===== config.mk =====
export PLATFORM = sky130hd
export DESIGN_NAME = ssq_stream_channel
export DESIGN_NICKNAME = d
export VERILOG_FILES = /design/src/rtl/ssq_pkg.sv /design/src/rtl/ssq_fifo.sv /design/src/rtl/ssq_addr_gen.sv /design/src/rtl/ssq_stream_channel.sv
export SDC_FILE = /design/constraint.sdc
export NUM_CORES = 1
export LEC_CHECK = 0
export BUFFER_PORTS_ARGS = -buffer_cell sky130_fd_sc_hd__buf_2
export CAP_MARGIN = 0
export CORE_MARGIN = 5
export CORE_UTILIZATION = 60
export DETAILED_ROUTE_END_ITERATION = 10
export GPL_TIMING_DRIVEN = 0
export PLACE_DENSITY_LB_ADDON = 0.08
export RECOVER_POWER = 50
export SYNTH_ARGS = -nofsm -noshare
export SYNTH_HDL_FRONTEND = slang
export SYNTH_SLANG_ARGS = --single-unit

===== constraint.sdc =====
create_clock -name clk -period 8.5 [get_ports clk]
set_input_delay 0.425 -clock clk [delete_from_list [all_inputs] [get_ports clk]]
set_output_delay 0.425 -clock clk [all_outputs]
set_load 0.05 [all_outputs]

===== src/rtl/ssq_pkg.sv =====
package ssq_pkg;

  typedef enum logic [1:0] {
    ESZ_BYTE  = 2'd0,
    ESZ_WORD  = 2'd1,
    ESZ_DWORD = 2'd2
  } esize_e;

  typedef enum logic [1:0] {
    CH_IDLE  = 2'd0,
    CH_HOLD  = 2'd1,
    CH_BURST = 2'd2
  } ch_state_e;

  // log2 of the element size in bytes
  function automatic logic [1:0] size_shift(input logic [1:0] code);
    case (esize_e'(code))
      ESZ_WORD:  size_shift = 2'd2;
      ESZ_DWORD: size_shift = 2'd3;
      default:   size_shift = 2'd0;
    endcase
  endfunction

endpackage


===== src/rtl/ssq_fifo.sv =====
module ssq_fifo #(
  parameter int DW    = 64,
  parameter int DEPTH = 16
) (
  input  logic                     clk,
  input  logic                     rst,
  input  logic                     clr,
  input  logic                     wr_en,
  input  logic [DW-1:0]            wr_data,
  input  logic                     rd_en,
  output logic [DW-1:0]            rd_data,
  output logic [$clog2(DEPTH):0]   occ,
  output logic                     full,
  output logic                     empty
);
  localparam int PW = $clog2(DEPTH);

  logic [DW-1:0] ram [DEPTH];
  logic [PW-1:0] wp, rp;

  always_ff @(posedge clk) begin
    if (wr_en) ram[wp] <= wr_data;
  end

  always_ff @(posedge clk) begin
    if (rst || clr) begin
      wp  <= '0;
      rp  <= '0;
      occ <= '0;
    end else begin
      if (wr_en) wp <= wp + 1'b1;
      if (rd_en) rp <= rp + 1'b1;
      case ({wr_en, rd_en})
        2'b10:   occ <= occ + 1'b1;
        2'b01:   occ <= occ - 1'b1;
        default: ;
      endcase
    end
  end

  assign rd_data = ram[rp];
  assign full    = (occ == ($clog2(DEPTH)+1)'(DEPTH));
  assign empty   = (occ == '0);

  AST_NO_OVERFLOW: assert property (@(posedge clk) disable iff (rst) wr_en |-> !full);
  AST_NO_UNDERFLOW: assert property (@(posedge clk) disable iff (rst) rd_en |-> !empty);

endmodule


===== src/rtl/ssq_addr_gen.sv =====
module ssq_addr_gen #(
  parameter int AW        = 32,
  parameter int SW        = 16,
  parameter int PAGE_BITS = 11
) (
  input  logic          clk,
  input  logic          rst,
  input  logic          load,
  input  logic [AW-1:0] base,
  input  logic [SW-1:0] stride,
  input  logic [1:0]    size,
  input  logic          advance,
  output logic [AW-1:0] addr,
  output logic          cross_next
);
  import ssq_pkg::*;

  logic [AW-1:0] step_q;
  logic [AW-1:0] nxt;

  always_ff @(posedge clk) begin
    if (rst) begin
      addr   <= '0;
      step_q <= '0;
    end else if (load) begin
      addr   <= base;
      step_q <= AW'(stride) << size_shift(size);
    end else if (advance) begin
      addr   <= nxt;
    end
  end

  assign nxt        = addr + step_q;
  assign cross_next = (nxt[AW-1:PAGE_BITS] != addr[AW-1:PAGE_BITS]);

endmodule


===== src/rtl/ssq_stream_channel.sv =====
module ssq_stream_channel #(
  parameter int AW         = 32,
  parameter int DW         = 64,
  parameter int SW         = 16,
  parameter int CW         = 16,
  parameter int DEPTH      = 16,
  parameter int PAGE_BYTES = 2048,
  parameter int MAX_BURST  = 256
) (
  input  logic          clk,
  input  logic          rst,
  input  logic          cfg_start,
  input  logic          cfg_write,
  input  logic [AW-1:0] cfg_base,
  input  logic [SW-1:0] cfg_stride,
  input  logic [1:0]    cfg_size,
  input  logic [CW-1:0] cfg_count,
  input  logic          pop_req,
  output logic          pop_ready,
  output logic [DW-1:0] pop_data,
  input  logic          push_valid,
  output logic          push_ready,
  input  logic [DW-1:0] push_data,
  output logic          mem_req,
  output logic          mem_we,
  output logic          mem_first,
  output logic [AW-1:0] mem_addr,
  output logic [DW-1:0] mem_wdata,
  input  logic          mem_ready,
  input  logic [DW-1:0] mem_rdata,
  output logic          done
);
  import ssq_pkg::*;

  localparam int OCC_W     = $clog2(DEPTH) + 1;
  localparam int PAGE_BITS = $clog2(PAGE_BYTES);
  localparam int BC_W      = $clog2(MAX_BURST) + 1;
  localparam int HALF      = DEPTH / 2;

  ch_state_e     state;
  logic          wr_mode;
  logic [1:0]    size_q;
  logic [CW-1:0] count_q, cpu_cnt, iss_cnt;
  logic [BC_W-1:0] bcnt;
  logic          first_q, done_q;

  logic             f_wr, f_rd, f_full, f_empty;
  logic [DW-1:0]    f_wdata, f_rdata;
  logic [OCC_W-1:0] f_occ, f_free;
  logic             ag_cross;

  logic beat, cpu_hs, cnt_lim, rd_left, all_pushed;
  logic start_rd, start_wr, buf_stop, cnt_end, stop;

  function automatic logic [DW-1:0] fit(input logic [1:0] s, input logic [DW-1:0] d);
    case (s)
      2'd0:    fit = DW'(d[7:0]);
      2'd1:    fit = DW'(d[31:0]);
      default: fit = d;
    endcase
  endfunction

  // CPU-side handshakes
  assign pop_ready  = (state != CH_IDLE) && !wr_mode && !f_empty;
  assign push_ready = (state != CH_IDLE) && wr_mode && !f_full &&
                      (!cnt_lim || cpu_cnt != count_q);
  assign cpu_hs     = wr_mode ? (push_valid && push_ready) : (pop_req && pop_ready);

  // Memory side
  assign mem_req   = (state == CH_BURST);
  assign mem_first = first_q;
  assign mem_we    = wr_mode;
  assign mem_wdata = f_rdata;
  assign beat      = mem_req && mem_ready;
  assign pop_data  = f_rdata;
  assign done      = done_q;

  // Buffer routing depends on direction
  assign f_wr    = wr_mode ? (push_valid && push_ready) : beat;
  assign f_rd    = wr_mode ? beat : (pop_req && pop_ready);
  assign f_wdata = fit(size_q, wr_mode ? push_data : mem_rdata);
  assign f_free  = OCC_W'(DEPTH) - f_occ;

  // Group start and stop decisions
  assign cnt_lim    = (count_q != '0);
  assign rd_left    = !cnt_lim || (iss_cnt != count_q);
  assign all_pushed = cnt_lim && (cpu_cnt == count_q);
  assign start_rd   = !wr_mode && rd_left && (f_free >= OCC_W'(HALF));
  assign start_wr   = wr_mode && ((f_occ >= OCC_W'(HALF)) || (all_pushed && !f_empty));
  assign buf_stop   = wr_mode ? (f_occ == OCC_W'(1)) : (f_occ >= OCC_W'(DEPTH - 1));
  assign cnt_end    = cnt_lim && (iss_cnt + CW'(1) == count_q);
  assign stop       = (bcnt == BC_W'(MAX_BURST - 1)) || ag_cross || buf_stop || cnt_end;

  ssq_fifo #(.DW(DW), .DEPTH(DEPTH)) u_buf (
    .clk(clk), .rst(rst), .clr(cfg_start),
    .wr_en(f_wr), .wr_data(f_wdata),
    .rd_en(f_rd), .rd_data(f_rdata),
    .occ(f_occ), .full(f_full), .empty(f_empty)
  );

  ssq_addr_gen #(.AW(AW), .SW(SW), .PAGE_BITS(PAGE_BITS)) u_agen (
    .clk(clk), .rst(rst), .load(cfg_start),
    .base(cfg_base), .stride(cfg_stride), .size(cfg_size),
    .advance(beat && !cfg_start),
    .addr(mem_addr), .cross_next(ag_cross)
  );

  always_ff @(posedge clk) begin
    if (rst) begin
      state   <= CH_IDLE;
      wr_mode <= 1'b0;
      size_q  <= '0;
      count_q <= '0;
      cpu_cnt <= '0;
      iss_cnt <= '0;
      bcnt    <= '0;
      first_q <= 1'b0;
      done_q  <= 1'b0;
    end else if (cfg_start) begin
      state   <= CH_HOLD;
      wr_mode <= cfg_write;
      size_q  <= cfg_size;
      count_q <= cfg_count;
      cpu_cnt <= '0;
      iss_cnt <= '0;
      bcnt    <= '0;
      first_q <= 1'b0;
      done_q  <= 1'b0;
    end else begin
      if (cpu_hs) cpu_cnt <= cpu_cnt + CW'(1);
      done_q <= (state != CH_IDLE) && cnt_lim &&
                (wr_mode ? (iss_cnt == count_q) : (cpu_cnt == count_q));
      case (state)
        CH_HOLD: begin
          if (start_rd || start_wr) begin
            state   <= CH_BURST;
            first_q <= 1'b1;
            bcnt    <= '0;
          end
        end
        CH_BURST: begin
          if (beat) begin
            iss_cnt <= iss_cnt + CW'(1);
            bcnt    <= bcnt + BC_W'(1);
            first_q <= 1'b0;
            if (stop) state <= CH_HOLD;
          end
        end
        default: ;
      endcase
    end
  end

  // Group tracking for the assertions below
  logic [AW-PAGE_BITS-1:0] grp_page_q;
  logic [BC_W-1:0]         grp_len_q;

  always_ff @(posedge clk) begin
    if (rst) begin
      grp_page_q <= '0;
      grp_len_q  <= '0;
    end else if (beat) begin
      grp_page_q <= mem_addr[AW-1:PAGE_BITS];
      grp_len_q  <= mem_first ? BC_W'(1) : grp_len_q + BC_W'(1);
    end
  end

  AST_GROUP_PAGE: assert property (@(posedge clk) disable iff (rst) (beat && !mem_first) |-> (mem_addr[AW-1:PAGE_BITS] == grp_page_q));
  AST_GROUP_CAP: assert property (@(posedge clk) disable iff (rst) (beat && !mem_first) |-> (grp_len_q < BC_W'(MAX_BURST)));
  AST_REQ_HOLD: assert property (@(posedge clk) disable iff (rst) (mem_req && !mem_ready && !cfg_start) |=> (mem_req && $stable(mem_addr)));
  AST_DONE_QUIET: assert property (@(posedge clk) disable iff (rst) done |-> (!push_ready && !pop_ready));

endmodule


* Word-level counts from Yosys, hierarchy flattened *
Memory sizes are Yosys's and may differ from the RTL's. A register that Yosys moved wholly into a read port is not among the register bits.
Index checks and enable logic that the tools add are counted.

word-level totals
  register bits after elaboration = 141
  bits in writable memories = 1024
  memories kept = 1

cells by class
  add/sub/neg operators = 9
  order comparisons = 3
  equal/unequal tests = 22
  shifts and indexed selects = 1
  multiplexer cells = 28
  reduce and logical (&&, ||, !) cells = 43

memories
  name       words  bits a word  rd ports  clocked after Yosys merged registers in  write ports  RTL line        text
  u_buf.ram  16     64           1         1                                        1            ssq_fifo.sv:18  logic [DW-1:0] ram [DEPTH];

operators with widths
  operator               count
  $pmux 64 s2            1
  $mux 32                2
  $mux 64                1
  $eq 16x16->1           3
  $add 16x1->16 const B  2
  $add 32x32->32         1
  $ne 16x16->1           2
  $shl 16x2->32          1
  $ne 21x21->1           1
  $mux 9                 2
  $pmux 9 s2             1
  $logic_and 1x1->1      17
  $reduce_bool 16->1     1
  $ge 5x4->1 const B     3
  $mux 1                 10
  $mux 2                 5
  $pmux 5 s2             1
  $add 9x1->9 const B    1
  $eq 9x8->1 const B     1
  $add 4x1->4 const B    2
  $eq 2x1->1 const B     4
  $logic_or 1x1->1       8
  $mux 4                 2
  $pmux 2 s2             2
  other kinds (20)       32

* Longest topological paths before layout *
Gate-level depths: netlist of run 1.

  depth after elaboration = 9
  gate-level depth with buffers = 15
  mapped depth without buffers = 14

* Modules after synthesis *
From an unflattened synthesis of run 1, not the netlist that was laid out.

second synthesis, totals
  cells, all modules = 2749
  area, all modules = 48019.8 um2

modules (own cells, without submodules)
  module              instances  cells each  area each (um2)  sequential area each (um2)
  ssq_fifo            1          1674        39181.3          31089.8
  ssq_stream_channel  1          633         5117.4           1281.2
  ssq_addr_gen        1          442         3721.1           1021.0

* Worst setup path after synthesis of run 1 *
Ideal clock, no wire load.

  path type = flip-flop to flip-flop
  start = reg u_buf.occ[1]
  end = mem u_buf.ram[3][0] (enable)
  setup time = 0.565 ns
  data arrival time = 6.219 ns
  data required time = 7.935 ns
  path slack = 1.716 ns
  stages on the path, launching flop included = 11
  clock period less this slack = 6.784 ns
  path through = dfxtp_1 -> inv_1 -> ha_1 -> nand2_1 -> inv_1 -> ha_1 -> nor2_1 -> o2111ai_1 -> o21ai_1 -> nand2_1 -> nor3_1

between the ends
  longest elaborated chain between the ends = 8

RTL lines
  what                            RTL line                  text
  from (decl)                     ssq_fifo.sv:12            output logic [$clog2(DEPTH):0] occ,
  from (signal assigned)          ssq_fifo.sv:34            2'b10: occ <= occ + 1'b1;
  from (signal assigned)          ssq_fifo.sv:35            2'b01: occ <= occ - 1'b1;
  $eq 5x5->1                      ssq_fifo.sv:42            assign full = (occ == ($clog2(DEPTH)+1)'(DEPTH));
  $logic_not 1->1                 ssq_stream_channel.sv:65  assign push_ready = (state != CH_IDLE) && wr_mode && !f_full &&
  $logic_and 1x1->1 (2 in a row)  ssq_stream_channel.sv:65
  $logic_and 1x1->1               ssq_stream_channel.sv:79  assign f_wr = wr_mode ? (push_valid && push_ready) : beat;
  $mux 1                          ssq_stream_channel.sv:79
  $mux 1                          ssq_fifo.sv:22            if (wr_en) ram[wp] <= wr_data;
  $mux 1 (implied by the code)    ssq_fifo.sv:22
  to (decl)                       ssq_fifo.sv:18

Every way passes these cells.

* Final worst setup path of run 1 *
  start = reg u_buf.occ[0]
  end = mem u_buf.ram[11][39] (enable)

Same word-level chain as after synthesis.

==> summary.md, run 1 <==
| Metric | Value |
|---|---|
| Status | finished with violations |
| Failing checks | max-capacitance violations, max-slew violations |
| WP buf/inv | 4 |
| Worst-path clk slew | 0.06 ns |
| Post-Syn Area | roughly 48000 sq um |
| Post-DR wirelength/cell | between 20 and 30 um |
| H-Tree Depth | 3 |
| Largest net degree at the start of global routing | 23 |
| Crit Path Category | reg -> reg |
| Initial core utilization | about three fifths |
| Share of layout cells above drive strength 1 | 29.71% |
| Top-count cell post-synth | edfxtp_1 |
| CP max stage cell | nor2_1 |
| Register bit count reported by yosys | around 1.2k |
| Setup crit start | u_buf.occ[0]$_SDFFE_PP0P_ |
| Hold Crit Class | in -> reg |
| Syn_nets | ~2.9k |
| CTS sink count | 1156 |
| Synth Area in Adders | 1.102% |
| Post-synthesis xor/xnor area fraction | between 1.5 and 2% |
| Root Buffer | clkbuf_16 |
| First-pass GRT wire length | 181100 um |
| Critical path startpoint category | flip-flop |
| Data arrival time of the worst path | 6.12 ns |
| Chip width | a little under 300 um |
| Post-DP HPWL | 80370 um |
| Final-stage net count | ~3.5k |
| Multiplexer share of the synthesized area | ~18% |
| Grt ovf | 0 |
| CP max FO | 22 |
| Cells along the critical path | inv_1, ha_1, nand2_1, inv_1, ha_1, nor2_1, o2111ai_1, o21ai_0, nand2_1, nor2_1, clkbuf_1, buf_12 |
| Worst slack, placed | approximately 4.2 ns |
| Asr flop ratio synth | 0% |
| Compound-gate portion of the synthesized area | 3.001% |
| Tot GR Track Use | roughly 28% |
| Detail Route Antenna Nets | 0 |
| Area growth, synth to finish | 16.61% |
| Die H | just under 300 um |
| Simple-gate share of the synthesized area | around 4.4% |
| TritonCTS Buffers | between 100 and 150 |
| Number of synthesized flops with an enable pin | a little over 1k |
| Max Clock Skew | about 0.025 ns |
| Mean post-synth cell area | roughly 18 sq um |
| Routed Wire Length | 123400 um |
| CP Capture Type | flip-flop |
| Initial DRC count | 2696 |
| # IOs | approximately 370 |
| Via density | 6.302 |
| Register area share after synthesis | 69.34% |
| Crit path max-delay family | simple AND/OR/NAND/NOR gates |
| Gp weighted congestion | between 0.8 and 0.9 |
| DRC Markers | 0 |
| Cells after Synth | 2638 |
| Via count | around 28k |
| Leakage | 18.61 nW |
| Final Hold Viols | 0 |
| Final Critical Period | roughly 5.8 ns |
| Area contributors post-synth | edfxtp_1, mux4_2, dfxtp_1 |
| Post-synth cell types | 84 |
| Final Max Slew Viols | about 270 |
| Fin Setup TNS | 0 ns |
| Largest family of logic cells by synthesized area | multiplexers |
| RSZ-0062 raised after global routing | false |
| Top cells by count, synth | edfxtp_1, mux4_2, nor2_1 |
| Tcrit/Tclk final | approximately two thirds |
| Hold Startpoint | cfg_base[26] |
| Final-report setup violation count | 0 |
| Worst setup margin | roughly 2.7 ns |
| Max_slew headroom | -85.98% |
| Die ar. | between 80000 and 90000 sq um |
| Clock Latency Late Sink | a little under 0.7 ns |
| Number of antenna violations at the first check in global routing | 0 |
| Peak supply drop | 0.1755 mV |
| Longest Clk Path Bufs | 3 |
| Max Cap Viol | 18 |
| Post-synth top area share | 63.85% |
| Reg-to-Reg Start | u_buf.occ[0]$_SDFFE_PP0P_ |
| Crit path required time | slightly below 9 ns |
| Predominant post-synthesis flop cell | edfxtp_1 |
| # rows | just over 100 |
| Worst-Margin Slew | between 2 and 3 ns |
| Fmax | roughly 170 MHz |
| PortBufs | around 370 |
| Ys Warns | 0 |
| CTS tree | built |
| Leading area contributor after synthesis | edfxtp_1 |
| First-pass DRT Iterations | 7 |
| Power Density | 209.7 nW/um^2 |
| Post-CTS Setup Bufs | 0 |
| Crit-path max cell delay | roughly 1.4 ns |
| Fillers | about 5k |
| Vias in the first global route | 28.00k |
| Core ar. | 79260 sq um |
[cell families (layout without fill, tap and decap cells)]
group / Yosys count / in the layout
buffers and inverters: 248 / 929
AO/OA/AOI/OAI: 218 / 218
AND/OR/NAND/NOR: 430 / 430
flip-flops: 1156 / 1156
adder cells (fa/ha/maj): 42 / 42
other: 0 / 2
multiplexers: 436 / 436
XOR/XNOR: 108 / 108
[state kept, by name, summed over array words and instances, names as in the netlist, 2 cells and up, named ones only]
name,flops
u_agen.step_q,19
u_agen.addr,32
bcnt,9
size_q,2
u_buf.wp,4
state,2
iss_cnt,16
u_buf.ram,1024
u_buf.rp,4
count_q,16
cpu_cnt,16
u_buf.occ,5
[repair_timing]
item | CTS | global route
gates resized for setup | 0 | 0
hold endpoints to repair | 34 | 0
endpoints found under the setup margin | 0 | 0
hold buffers | 34 | 0
[stage by stage]
stage | util (%) | instance area (sq um) | power, W | hold slack (ns) | std cells
floorplan | - | 48160 | 0.006870 | 0.4319 | 2638
global placement | 64.72 | 51300 | 0.007098 | 0.4377 | 4053
detailed placement | 66.43 | 52650 | 0.007123 | 0.4523 | 4125
CTS | 71.31 | 56520 | 0.01185 | 0.004248 | 4369
global route | 70.85 | 56150 | 0.01213 | 0.02389 | 4369
finish | 70.85 | 56160 | 0.01178 | 0.03887 | 4371
[report_power, final]
group | internal [W] | switching (W)
sequential | 0.00623 | 0.0000331
clock | 0.00267 | 0.00210
combinational | 0.000249 | 0.000502
total | 0.00915 | 0.00263
[worst paths after layout]
path                             endpoint  slack (ns)  cells past startpoint
max           u_buf.ram[11][39]$_DFFE_PP_        2.73                     12
max reg2reg   u_buf.ram[11][39]$_DFFE_PP_        2.73                     12
min          u_agen.addr[26]$_SDFFE_PP0P_        0.04                      3
min reg2reg          bcnt[8]$_SDFFE_PP0P_        0.46                      2
[routing by layer]
layer / track usage (%) / vias up / part of all wire, %
li1: - / 11690 / -
met1: 39.79 / 14270 / 40
met2: 47.19 / 1371 / 50
met3: 4.981 / 216 / 7.8
met4: 8.526 / 0 / 2.8
met5: 0 / - / 0
[worst min-delay path, delay by kind of cell]
family	cells	cell delay, ns
buffers and inverters	1	0.10
and+or+nand+nor	1	0.08
AOI/OAI and AO/OA	1	0.05
[cells in the final DEF, fill, tap and decap left out, types with 10 or more instances in the layout]
cell type / n
a211oi_1: 20
a21oi_1: 79
and3_1: 11
buf_1: 27
buf_12: 17
buf_16: 10
buf_2: 336
buf_4: 65
buf_6: 32
clkbuf_1: 176
clkbuf_16: 114
clkinv_1: 26
clkinv_2: 30
dfxtp_1: 132
dlygate4sd3_1: 34
edfxtp_1: 1024
ha_1: 40
inv_1: 28
mux2i_1: 97
mux4_2: 326
nand2_1: 84
nand3_1: 26
nand4_1: 17
nor2_1: 158
nor2b_1: 39
nor3_1: 23
nor4_1: 15
o211a_1: 12
o21ai_0: 41
or3_1: 16
xnor2_1: 43
xor2_1: 64
[area by class of cell]
class	count	area (sq um)	area share, %
antenna	2	5.005	0.008912
tap	1050	1314	2.339
buffer	220	1144	2.036
sequential	1156	33390	59.46
multi-input combinational	1234	13470	23.99
timing repair buffer	471	3199	5.697
clock buffer	138	2979	5.305
inverter	28	105.1	0.1872
clock inverter	72	548.0	0.9759
(Power assumes the default switching activity.)
==> run 2, diff against run 1 <==
CORE_UTILIZATION = 54   (was 60)
clock period = 5.2 ns   (was 8.5 ns; I/O delays follow)
==> summary.md, run 2 (same netlist as run 1, synthesis figures left out) <==
| Metric | Value |
|---|---|
| R2r setup slk | 0.60 ns (-2.13 ns) |
| R2r endpoint | u_buf.ram[2][13]$_DFFE_PP_ |
| Reg-to-Reg Start | mem_we$_SDFFE_PP0P_ |
| Hold Path End | cpu_cnt[1]$_SDFFE_PP0P_ |
| Final Critical Period | approximately 4.7 ns |
| Crit-path max cell delay | 0.89 ns (-0.52 ns) |
| Tot Pwr | 0.01991 W (+69%) |
| Fillers | 6135 (+22%) |
| Clk network pwr share | 42.4% (+1.9 points) |
| Most frequent cells in the layout | edfxtp_1, buf_2, mux4_2 |
| Fin Setup TNS | 0 ns (unchanged) |
| CP max stage cell | buf_1 |
| Worst setup margin | 0.4677 ns (-2.267 ns) |
| WP buf/inv | 5 (+1) |
| Gp weighted congestion | 0.8754 (+0.10%) |
| Power Density | 348.8 nW/um^2 (+66%) |
| # rows | 109 (+5.8%) |
| Status | finished with violations |
| Detail Route Antenna Nets | 0 (unchanged) |
| Peak supply drop | 0.3374 mV (+92%) |
| First-pass GRT wire length | 179400 um (-0.93%) |
| Max_slew headroom | -14.18% (+72 points) |
| Chip width | 308.6 um (+5.2%) |
| Post-DP HPWL | 80390 um (about the same) |
| Tot GR Track Use | 25.65% (-2.8 points) |
| Cells along the critical path | clkbuf_1, clkbuf_1, buf_1, mux4_2, mux4_2, buf_4, buf_2 |
| Most flop-heavy register | u_buf.ram |
| Fin cells | 4500 (+3.0%) |
| DRC Markers | 0 (unchanged) |
| Crit path max-delay family | buffers and inverters |
| Hold slack | 0.05524 ns (+0.01637 ns) |
| Post-DR wirelength/cell | 27.13 um (-3.9%) |
| Share of layout cells above drive strength 1 | 30.08% (+0.38 points) |
| Core ar. | 88510 sq um (+12%) |
| # IOs | 367 (unchanged) |
| Biggest regs | u_buf.ram x1024, u_agen.addr x32, u_agen.step_q x19 |
| H-Tree Depth | 3 (unchanged) |
| Share of power burned in registers | 51.4% (-1.7 points) |
| Via density | 6.013 (-4.6%) |
| Switching Fraction | 21.93% (-0.40 points) |
| Die H | 308.6 um (+5.2%) |
| Comb power frac | 6.2% (-0.2 points) |
| CTS tree | built |
| CP Capture Type | output port |
| Leakage | 18.98 nW (+2.0%) |
| Final-stage net count | 3478 (+0.35%) |
| Worst-Margin Slew | 1.713 ns (-1.067 ns) |
| Footprint of the multi-input gates | 13520 sq um (+0.39%) |
| Die ar. | 95250 sq um (+11%) |
| Failing checks | max-capacitance violations, max-slew violations |
| Register Area | 33390 sq um (unchanged) |
| Pint | 0.01555 W (+70%) |
| PortBufs | 365 (unchanged) |
| Final Max Slew Viols | 21 (-92%) |
| Initial DRC count | 2324 (-14%) |
| Longest Clk Path Bufs | 3 (unchanged) |
| TritonCTS Buffers | 116 (+2.7%) |
| CP max FO | 10 (-55%) |
| First-pass DRT Iterations | 5 (-2) |
| Fmax | ~210 MHz |
| Worst-path clk slew | 0.06 ns (about the same) |
| RSZ-0062 raised after global routing | false |
| PostCTS Resize Cnt | 0 (unchanged) |
| Tcrit/Tclk final | roughly nine tenths |
| Max Cap Viol | 2 (-16) |
| FF-to-FF path depth | 5 (-7) |
| Number of antenna violations at the first check in global routing | 4 (+4) |
| Via count | 27.06k (-1.8%) |
| Routed Wire Length | 122100 um (-1.1%) |
| Dpl cells | 4228 (+2.5%) |
| Levels on crit path | 7 (-5) |
| Critical path startpoint category | flip-flop |
| Grt ovf | 0 (unchanged) |
| Largest net degree at the start of global routing | 24 (+4.3%) |
| Hold Startpoint | pop_req |
| CTS sink count | 1156 (unchanged) |
| Worst slack, placed | 0.6867 ns (-3.476 ns) |
| Area growth, synth to finish | 18.56% |
| Vias in the first global route | 27.90k (-0.35%) |
| Initial core utilization | 54.41% (-6.4 points) |
| Commonest non-fill, non-tap cell in the layout | edfxtp_1 |
| Largest register FFs | 1024 (unchanged) |
| Hold Crit Class | in -> reg |
| Crit Path Category | reg -> out |
| Max Clock Skew | 0.03230 ns (+0.007072 ns) |
| Final-report setup violation count | 0 (unchanged) |
| Root Buffer | clkbuf_16 |
| Worst hold path depth | 4 (+1) |
| Final Hold Viols | 0 (unchanged) |
| Data arrival time of the worst path | 4.47 ns (-1.65 ns) |
| Crit path required time | 4.94 ns (-3.92 ns) |
| P_sw | 0.004367 W (+66%) |
| Clock Latency Late Sink | 0.69 ns (about the same) |
-- run 2: cell types whose count changed in the layout (fill, tap and decap cells not counted), moves of 7 or more --
cell / change
buf_6: -29
dlygate4sd3_1: +21
clkinv_2: -9
nor2_1: -8
buf_12: +8
clkbuf_1: -7
bufinv_16: +9
nor2_2: +7
buf_16: +10
-- run 2: metal layers --
layer	vias up	global-route usage (%)	part of all wire (%)
li1	11740	-	-
met1	14000	34.74	39
met2	1101	43.65	50
met3	216	4.704	7.5
met4	6	6.915	3.0
met5	-	0	0.034
-- run 2: power by group through the flow --
| stage | Sequential [W] | Clock (W) | Combinational (W) |
|---|---|---|---|
| 2_1_floorplan | 0.0105 | 0 | 0.000759 |
| 3_3_place_gp | 0.0104 | 0 | 0.00118 |
| 3_5_place_dp | 0.0104 | 0 | 0.00123 |
| 4_1_cts | 0.0102 | 0.00858 | 0.00126 |
| 5_1_grt | 0.0102 | 0.00900 | 0.00134 |
| 6_report | 0.0102 | 0.00844 | 0.00124 |
-- run 2: timing repair --
| action | in CTS | in global routing |
|---|---|---|
| buffers inserted | 0 | 0 |
| setup endpoints to repair | 0 | 0 |
| endpoints found under the hold margin | 55 | 0 |
| hold buffers | 55 | 0 |
-- run 2: worst max-delay path by stage --
stage | start | to | slack (ns)
after global routing | u_buf.occ[1]$_SDFFE_PP0P_ | u_buf.ram[10][36]$_DFFE_PP_ | 0.22
after global placement | u_buf.occ[1]$_SDFFE_PP0P_ | u_buf.ram[15][35]$_DFFE_PP_ | -4.17
after detailed placement | u_buf.occ[0]$_SDFFE_PP0P_ | u_buf.ram[3][35]$_DFFE_PP_ | 0.69
final | flip-flop | pop_data[2] | 0.47
after CTS | flip-flop | pop_data[2] | 0.41
after floorplan | u_buf.occ[1]$_SDFFE_PP0P_ | u_buf.ram[15][0]$_DFFE_PP_ | 0.13
-- run 2: area by class of cell --
class,count,share of cell area [%]
Clock inverter,75,1.435
Clock buffer,141,5.373
Sequential cell,1156,58.49
Timing Repair Buffer,480,6.278
Antenna cell,1,0.004383
Inverter,28,0.1841
Buffer,220,2.001
Multi-Input combinational cell,1234,23.69
Tap cell,1165,2.553
-- run 2: through the flow --
stage | area, sq um | utilization (%)
after floorplan | 48180 | -
after global placement | 51460 | 58.14
after detailed placement | 52870 | 59.73
after CTS | 57300 | 64.74
after global routing | 57090 | 64.50
final | 57090 | 64.51
-- run 2: worst reg2reg max path, stage by stage, from the launching register on --
cell and delay [ns]:
dfxtp_1 0.47, clkbuf_1 0.48, clkbuf_1 1.01, clkbuf_1 1.15, mux2i_1 0.42, nor2_1 0.78
